$ cat src/rtl/blit_pkg.sv
package blit_pkg;
  localparam int REG_N     = 10;
  localparam int RA_W      = 4;
  localparam int DW        = 16;
  localparam int PIX_W     = 8;
  localparam int FB_BITS   = 9;
  localparam int FB_SIDE   = 1 << FB_BITS;
  localparam int CNT_W     = FB_BITS + 1;
  localparam int SW        = FB_BITS + 9;
  localparam int SA_W      = 32;
  localparam int MODE_W    = 4;
  localparam int FILL_MODE = 12;
  localparam logic [SA_W-1:0] ROM_BASE  = 32'h0200_0000;
  localparam logic [SA_W-1:0] ROM_LIMIT = 32'h0600_0000;

  typedef struct packed {
    logic [DW-1:0] cmd;
    logic [DW-1:0] stride;
    logic [DW-1:0] src_lo;
    logic [DW-1:0] src_hi;
    logic [DW-1:0] xs;
    logic [DW-1:0] ys;
    logic [DW-1:0] wid;
    logic [DW-1:0] hgt;
    logic [DW-1:0] pal;
    logic [DW-1:0] col;
  } blit_regs_t;

  typedef struct packed {
    logic [MODE_W-1:0]  mode;
    logic               flip;
    logic [SA_W-1:0]    src;
    logic [SA_W-1:0]    step;
    logic [FB_BITS-1:0] x;
    logic [FB_BITS-1:0] y;
    logic [CNT_W-1:0]   w;
    logic [CNT_W-1:0]   h;
    logic [DW-1:0]      pal_v;
    logic [DW-1:0]      col_v;
  } blit_job_t;

  // Resolve stride, mirror shift, clipping and source start once per job.
  function automatic blit_job_t plan_job(blit_regs_t r);
    blit_job_t j;
    logic signed [SW-1:0] px, py, pw, ph, over;
    logic [SA_W-1:0] st, bitad, src, wext;
    j      = '0;
    j.mode = r.cmd[MODE_W-1:0];
    j.flip = r.cmd[4];
    px     = SW'($signed(r.xs));
    py     = SW'($signed(r.ys));
    pw     = $signed({{(SW-DW){1'b0}}, r.wid});
    ph     = $signed({{(SW-DW){1'b0}}, r.hgt});
    wext   = {{(SA_W-DW){1'b0}}, r.wid};
    st     = $unsigned(SA_W'($signed(r.stride)));
    bitad  = {r.src_hi, r.src_lo};
    if (j.flip) begin
      bitad = bitad - ((wext - 32'd1) << 3);
      st    = st - wext + 32'd3;
      px    = px + pw - SW'(1);
    end else begin
      st    = st + wext + 32'd3;
    end
    st = st & ~32'd3;
    if (bitad < ROM_BASE) bitad = bitad + ROM_BASE;
    src = (bitad - ROM_BASE) >> 3;
    if (py < 0) begin
      ph  = ph + py;
      src = src + $unsigned(SA_W'(-py)) * st;
      py  = '0;
    end
    if (py + ph > SW'(FB_SIDE)) ph = SW'(FB_SIDE) - py;
    if (!j.flip) begin
      if (px < 0) begin
        pw  = pw + px;
        src = src + $unsigned(SA_W'(-px));
        px  = '0;
      end
      if (px + pw > SW'(FB_SIDE)) pw = SW'(FB_SIDE) - px;
    end else begin
      if (px > SW'(FB_SIDE - 1)) begin
        over = px - SW'(FB_SIDE - 1);
        pw   = pw - over;
        src  = src + $unsigned(SA_W'(over));
        px   = SW'(FB_SIDE - 1);
      end
      if (px - pw < 0) pw = px;
    end
    j.w     = (pw > 0) ? CNT_W'(pw) : '0;
    j.h     = (ph > 0) ? CNT_W'(ph) : '0;
    j.x     = px[FB_BITS-1:0];
    j.y     = py[FB_BITS-1:0];
    j.src   = src;
    j.step  = st;
    j.pal_v = {r.pal[7:0], 8'h00};
    j.col_v = {r.pal[7:0], r.col[7:0]};
    return j;
  endfunction

  // {write, value} for one source byte under a mode.
  function automatic logic [DW:0] pixel_out(logic [MODE_W-1:0] mode, logic [PIX_W-1:0] d,
                                            logic [DW-1:0] pal_v, logic [DW-1:0] col_v);
    logic z;
    logic [DW-1:0] cp;
    z  = (d == '0);
    cp = pal_v | {{(DW-PIX_W){1'b0}}, d};
    case (mode)
      4'h0:        pixel_out = '0;
      4'h1:        pixel_out = {z, pal_v};
      4'h2:        pixel_out = {!z, cp};
      4'h3:        pixel_out = {1'b1, cp};
      4'h4, 4'h5:  pixel_out = {z, col_v};
      4'h6, 4'h7:  pixel_out = {1'b1, z ? col_v : cp};
      4'h8, 4'hA:  pixel_out = {!z, col_v};
      4'h9, 4'hB:  pixel_out = {1'b1, z ? cp : col_v};
      default:     pixel_out = {1'b1, col_v};
    endcase
  endfunction
endpackage

$ cat src/rtl/blit_regs.sv
module blit_regs
  import blit_pkg::*;
(
  input  logic            clk,
  input  logic            rst_n,
  input  logic            we,
  input  logic [RA_W-1:0] addr,
  input  logic [DW-1:0]   wdata,
  input  logic            busy,
  input  logic            done_evt,
  output logic [DW-1:0]   rdata,
  output blit_regs_t      regs_o,
  output logic            start_evt,
  output logic            irq
);
  logic [DW-1:0] bank [REG_N];
  logic cmd_wr;

  assign cmd_wr    = we && !busy && (addr == RA_W'(0));
  assign start_evt = cmd_wr && wdata[DW-1];

  for (genvar g = 0; g < REG_N; g++) begin : g_reg
    always_ff @(posedge clk) begin
      if (!rst_n) begin
        bank[g] <= '0;
      end else if (we && !busy && addr == RA_W'(g)) begin
        bank[g] <= wdata;
      end else if (g == 0 && done_evt) begin
        bank[g] <= {1'b0, bank[g][DW-2:0]};
      end
    end
  end

  always_ff @(posedge clk) begin
    if (!rst_n)        irq <= 1'b0;
    else if (done_evt) irq <= 1'b1;
    else if (cmd_wr)   irq <= 1'b0;
  end

  always_comb begin
    rdata = '0;
    for (int i = 0; i < REG_N; i++)
      if (addr == RA_W'(i)) rdata = bank[i];
  end

  assign regs_o = {bank[0], bank[1], bank[2], bank[3], bank[4],
                   bank[5], bank[6], bank[7], bank[8], bank[9]};
endmodule

$ cat src/rtl/blit_plan.sv
module blit_plan
  import blit_pkg::*;
(
  input  blit_regs_t     regs_i,
  input  logic [DW-1:0]  cmd_i,
  output blit_job_t      job_o
);
  blit_regs_t eff;
  always_comb begin
    eff     = regs_i;
    eff.cmd = cmd_i;
    job_o   = plan_job(eff);
  end
endmodule

$ cat src/rtl/blit_walk.sv
module blit_walk
  import blit_pkg::*;
(
  input  logic                clk,
  input  logic                rst_n,
  input  logic                start,
  input  blit_job_t           job_in,
  output logic                busy,
  output logic                done_evt,
  output logic                fill_only,
  output logic                rom_req,
  output logic [SA_W-1:0]     rom_addr,
  input  logic                rom_ready,
  input  logic [PIX_W-1:0]    rom_data,
  output logic                vram_we,
  output logic [2*FB_BITS-1:0] vram_addr,
  output logic [DW-1:0]       vram_data,
  input  logic                vram_ready
);
  typedef enum logic [2:0] {W_IDLE, W_ROW, W_RD, W_WR, W_END} wst_t;
  wst_t state;
  blit_job_t job;
  logic [CNT_W-1:0]   row_n, col_n;
  logic [SA_W-1:0]    row_src, pix_src;
  logic [FB_BITS-1:0] cx, cy;
  logic [DW-1:0]      wdat;
  logic [DW:0]        pix;
  logic step, last_col, skip_row, row_end;

  assign fill_only = (job.mode >= MODE_W'(FILL_MODE));
  assign pix       = pixel_out(job.mode, rom_data, job.pal_v, job.col_v);
  assign last_col  = (col_n + CNT_W'(1) == job.w);
  assign skip_row  = (row_src >= ROM_LIMIT) && !fill_only;
  assign row_end   = (row_n == job.h) || (job.w == '0) || (job.mode == '0);
  assign step      = (state == W_RD && rom_ready && !pix[DW]) ||
                     (state == W_WR && vram_ready);

  always_ff @(posedge clk) begin
    if (!rst_n) begin
      state   <= W_IDLE;
      job     <= '0;
      row_n   <= '0;
      col_n   <= '0;
      row_src <= '0;
      pix_src <= '0;
      cx      <= '0;
      cy      <= '0;
      wdat    <= '0;
    end else begin
      case (state)
        W_IDLE: if (start) begin
          job     <= job_in;
          row_n   <= '0;
          row_src <= job_in.src;
          cy      <= job_in.y;
          state   <= W_ROW;
        end
        W_ROW: begin
          if (row_end) begin
            state <= W_END;
          end else if (skip_row) begin
            row_n   <= row_n + CNT_W'(1);
            row_src <= row_src + job.step;
            cy      <= cy + FB_BITS'(1);
          end else begin
            pix_src <= row_src;
            cx      <= job.x;
            col_n   <= '0;
            wdat    <= job.col_v;
            state   <= fill_only ? W_WR : W_RD;
          end
        end
        W_RD: if (rom_ready && pix[DW]) begin
          wdat  <= pix[DW-1:0];
          state <= W_WR;
        end
        W_END:   state <= W_IDLE;
        default: ;
      endcase
      if (step) begin
        if (last_col) begin
          row_n   <= row_n + CNT_W'(1);
          row_src <= row_src + job.step;
          cy      <= cy + FB_BITS'(1);
          state   <= W_ROW;
        end else begin
          col_n   <= col_n + CNT_W'(1);
          pix_src <= pix_src + 32'd1;
          cx      <= job.flip ? cx - FB_BITS'(1) : cx + FB_BITS'(1);
          state   <= fill_only ? W_WR : W_RD;
        end
      end
    end
  end

  assign busy      = (state != W_IDLE);
  assign done_evt  = (state == W_END);
  assign rom_req   = (state == W_RD);
  assign rom_addr  = pix_src;
  assign vram_we   = (state == W_WR);
  assign vram_addr = {cy, cx};
  assign vram_data = wdat;
endmodule

$ cat src/rtl/spr_blit.sv
module spr_blit
  import blit_pkg::*;
(
  input  logic                 clk,
  input  logic                 rst_n,
  input  logic                 reg_we,
  input  logic [RA_W-1:0]      reg_addr,
  input  logic [DW-1:0]        reg_wdata,
  output logic [DW-1:0]        reg_rdata,
  output logic                 irq,
  output logic                 rom_req,
  output logic [SA_W-1:0]      rom_addr,
  input  logic                 rom_ready,
  input  logic [PIX_W-1:0]     rom_data,
  output logic                 vram_we,
  output logic [2*FB_BITS-1:0] vram_addr,
  output logic [DW-1:0]        vram_data,
  input  logic                 vram_ready
);
  blit_regs_t regs;
  blit_job_t  job;
  logic busy, start_evt, done_evt, fill_only;

  blit_regs u_regs (
    .clk(clk), .rst_n(rst_n), .we(reg_we), .addr(reg_addr), .wdata(reg_wdata),
    .busy(busy), .done_evt(done_evt), .rdata(reg_rdata), .regs_o(regs),
    .start_evt(start_evt), .irq(irq)
  );

  blit_plan u_plan (.regs_i(regs), .cmd_i(reg_wdata), .job_o(job));

  blit_walk u_walk (
    .clk(clk), .rst_n(rst_n), .start(start_evt), .job_in(job), .busy(busy),
    .done_evt(done_evt), .fill_only(fill_only), .rom_req(rom_req),
    .rom_addr(rom_addr), .rom_ready(rom_ready), .rom_data(rom_data),
    .vram_we(vram_we), .vram_addr(vram_addr), .vram_data(vram_data),
    .vram_ready(vram_ready)
  );
endmodule

$ cat config.mk
export PLATFORM = sky130hd
export DESIGN_NAME = spr_blit
export DESIGN_NICKNAME = d
export VERILOG_FILES = /design/src/rtl/blit_pkg.sv /design/src/rtl/blit_regs.sv /design/src/rtl/blit_plan.sv /design/src/rtl/blit_walk.sv /design/src/rtl/spr_blit.sv
export SDC_FILE = /design/constraint.sdc
export NUM_CORES = 2
export LEC_CHECK = 0
export BUFFER_PORTS_ARGS = -buffer_cell sky130_fd_sc_hd__buf_2
export CELL_PAD_IN_SITES_DETAIL_PLACEMENT = 0
export CELL_PAD_IN_SITES_GLOBAL_PLACEMENT = 1
export CORE_UTILIZATION = 49
export CTS_CLUSTER_SIZE = 40
export DETAILED_ROUTE_END_ITERATION = 16
export PLACE_DENSITY_LB_ADDON = 0.1
export SLEW_MARGIN = 40
export SYNTH_ARGS = -nofsm -noshare
export SYNTH_HDL_FRONTEND = slang
export SYNTH_SLANG_ARGS = --single-unit
$ cat constraint.sdc
create_clock -name clk -period 47.5 [get_ports clk]
set_input_delay 2.375 -clock clk [delete_from_list [all_inputs] [get_ports clk]]
set_output_delay 2.375 -clock clk [all_outputs]
set_load 0.005 [all_outputs]
==> key figures <==
Finish
  • Non-filler instance count after layout: 6964
  • Fin nets: 6503
  • ANT cells: 0
  • Filler cells: 9039
  • Most common cell after layout, fill and taps aside: inv_1
  • FF+latch area: 8850 um^2
  • Area of the multi-input gates: 34300 um^2
  • Area Growth Syn to Fin: 8.06%
  • Ratio of cells with drive above 1 in the final layout: 0.0741
  • Most frequent cells in the layout: inv_1 (651), nand2_1 (542), nor2_1 (521), ha_1 (422), a21oi_1 (371)

Die
  • Initial Util: 0.495
  • Core Footprint: between 90000 and 100000 um^2
  • Die Height: ~310 um
  • Die area: 95700 um^2
  • Top-level port count: approximately 120
  • Die width: 309 um
  • # rows: 112

Clocking
  • Postcts setup bufs: 0
  • CTS max path bufs: 3
  • PostCTS Resize Cnt: 0
  • Post-cts hold buffer count: 0
  • Clock buffer count from CTS: 42
  • H-tree Lvls: 2
  • Cell at the root of the clock tree: clkbuf_16
  • CTS tree: yes
  • Clk pin slew, worst setup/hold paths: approximately 60 ps
  • Clk Latency, worst-skew pair: 600 ps
  • Clock sinks: 362

Critical path
  • Startpoint types: primary input
  • Data required, critical path: between 40000 and 50000 ps
  • Crit. End Element: flip-flop
  • Worst R2R Path Depth: 59
  • Critical path class: primary input to flip-flop
  • Worst path slowest cell: or3_1
  • CP max stage delay: about 630 ps
  • Worst EP arrival: 16610 ps
  • Crit Path Max Fanout: 57

Route
  • Drt drc: 0
  • Routed WL per cell: 23.9 um
  • Via count: 41300
  • First-pass DRT Iterations: 6
  • DR iter-0 viols: 4074
  • Routed Wire Length: 167000 um
  • Final ANT Viol Nets: 0
  • Vias per cell: between 5 and 6

Timing
  • Final Max Slew Viols: 0
  • Relative slew slack: 0.355
  • Setup_tns: 0 ps
  • Fin crit period: 16110 ps
  • Skew final: 27.2 ps
  • Endpoints failing hold: 0
  • Final period util: 0.339
  • Final setup fails: 0
  • Maximum clock rate: 62.1 MHz
  • RSZ-0062 raised after global routing: false
  • Slew @ Worst Pin: 958 ps

Synth
  • Netlist cell types: between 90 and 100
  • Fraction of registers with async set or reset after synthesis: 0
  • Warnings from Yosys: 0
  • Avg Cell Area, Syn: 8.19 um^2
  • Synth Net Count: 6470
  • Main synth FF type: dfxtp_1
  • Post-synthesis cell count: roughly 5600
  • Synthesized cell area: 46300 um^2
  • Post-synthesis sequential area ratio: 0.191
  • Synth top area cells: fa_1 (16%), ha_1 (11%), edfxtp_1 (10%)
  • Top cell type's share of synthesized area: 0.159
  • Number of enable flip-flop cells after synthesis: between 150 and 200
  • #FFs+latches synth: 362
  • Synth area leader: fa_1

Hold path
  • Hold WC Path Type: flip-flop to flip-flop
  • Worst Hold Depth: 2

Placed design
  • Dpl hpwl: 131000 um
  • Placed Instances: slightly below 7000
  • Number of port buffers: 117
  • Placer Congestion: 0.960

GRT
  • Aggregate global-route resource usage: 0.347
  • Pin count of the biggest net entering global routing: between 80 and 90
  • Vias in the first global route: 39700
  • Initial antenna violation count: 4
  • Grt total ovfl: 0
  • First-pass GRT wire length: 248000 um

Flow run
  • Max cap viols: 0

Run status
  • Status: complete, no violations
metrics by stage:
| step | area, um^2 | util | setup slack [ps] | hold WS (ps) |
|---|---|---|---|---|
| after floorplan | 46300 | - | 30980 | 432 |
| after global placement | 48500 | 0.519 | 30890 | 438 |
| after detailed placement | 48600 | 0.520 | 30730 | 443 |
| after CTS | 50000 | 0.535 | 31310 | 450 |
| after global routing | 50000 | 0.535 | 30570 | 479 |
| final | 50000 | 0.535 | 31390 | 446 |
final timing paths:
check                       startpoint                   end  slack, ps
setup / recovery          reg_wdata[4]    u_walk.row_src[31]      31390
hold / removal    u_walk.vram_data[14]  u_walk.vram_data[14]        450
hold reg to reg   u_walk.vram_data[14]  u_walk.vram_data[14]        450
setup reg to reg     u_regs.bank[3][0]    u_walk.row_src[31]      31910
final cells by class:
class | instances | area share
Multi-Input combinational cell | 4393 | 0.687
Sequential cell | 362 | 0.177
Inverter | 658 | 0.0495
Tap cell | 1254 | 0.0314
Timing Repair Buffer | 224 | 0.0279
Clock buffer | 57 | 0.0236
Clock inverter | 16 | 0.00368
Yosys cell counts, drive strengths merged, types with 22 or more instances:
cell type  count
inv          653
nand2        546
nor2         533
ha           422
a21oi        374
fa           367
o21ai        273
xnor2        271
and2         207
clkbuf       204
dfxtp        202
edfxtp       160
xor2         120
nor3         105
a21o         104
nand3        102
a22oi         79
nand2b        74
nor2b         61
and3          58
a211oi        57
o21a          42
a221oi        41
or3           41
mux2i         38
a31oi         37
mux2          37
o21bai        35
buf           31
nor4          29
o31ai         28
nor3b         27
nand4         22
critical path: cells and delay by family:
kind                       cells  cell delay, ps
muxes                          1             440
xor gates and xnor gates       1             220
and+or+nand+nor               13            3570
AOI/OAI and AO/OA             18            4110
buffers and inverters          8            1260
adders and majority gates     12            4560
sequential cells by signal, indices dropped and copies added, names as in the netlist:
name,count
u_walk.row_n,10
u_walk.state,3
u_walk.cx,9
u_walk.row_src,32
u_regs.irq,1
u_walk.rom_addr,32
u_walk.job,80
u_walk.col_n,10
u_walk.vram_data,16
u_regs.bank,160
u_walk.cy,9
metal layers:
layer  global-route usage  wire length (um)  up-vias
met5                    0                 0        -
met4                0.127              6830        0
met3               0.0529             13300      299
met2                0.541             72700     1639
met1                0.485             74000    20000
li1                     -                 -    19300
cell families after synthesis:
| kind of cell | share of synthesized area |
|---|---|
| compound gates | 0.177 |
| xor+xnor | 0.0767 |
| fa+ha+maj | 0.273 |
| buf+inv | 0.0725 |
| flops | 0.191 |
| mux | 0.0172 |
| simple gates | 0.192 |
Power is not shown: default switching activity piles up to over one toggle a cycle in this logic, so the estimate is an artifact.
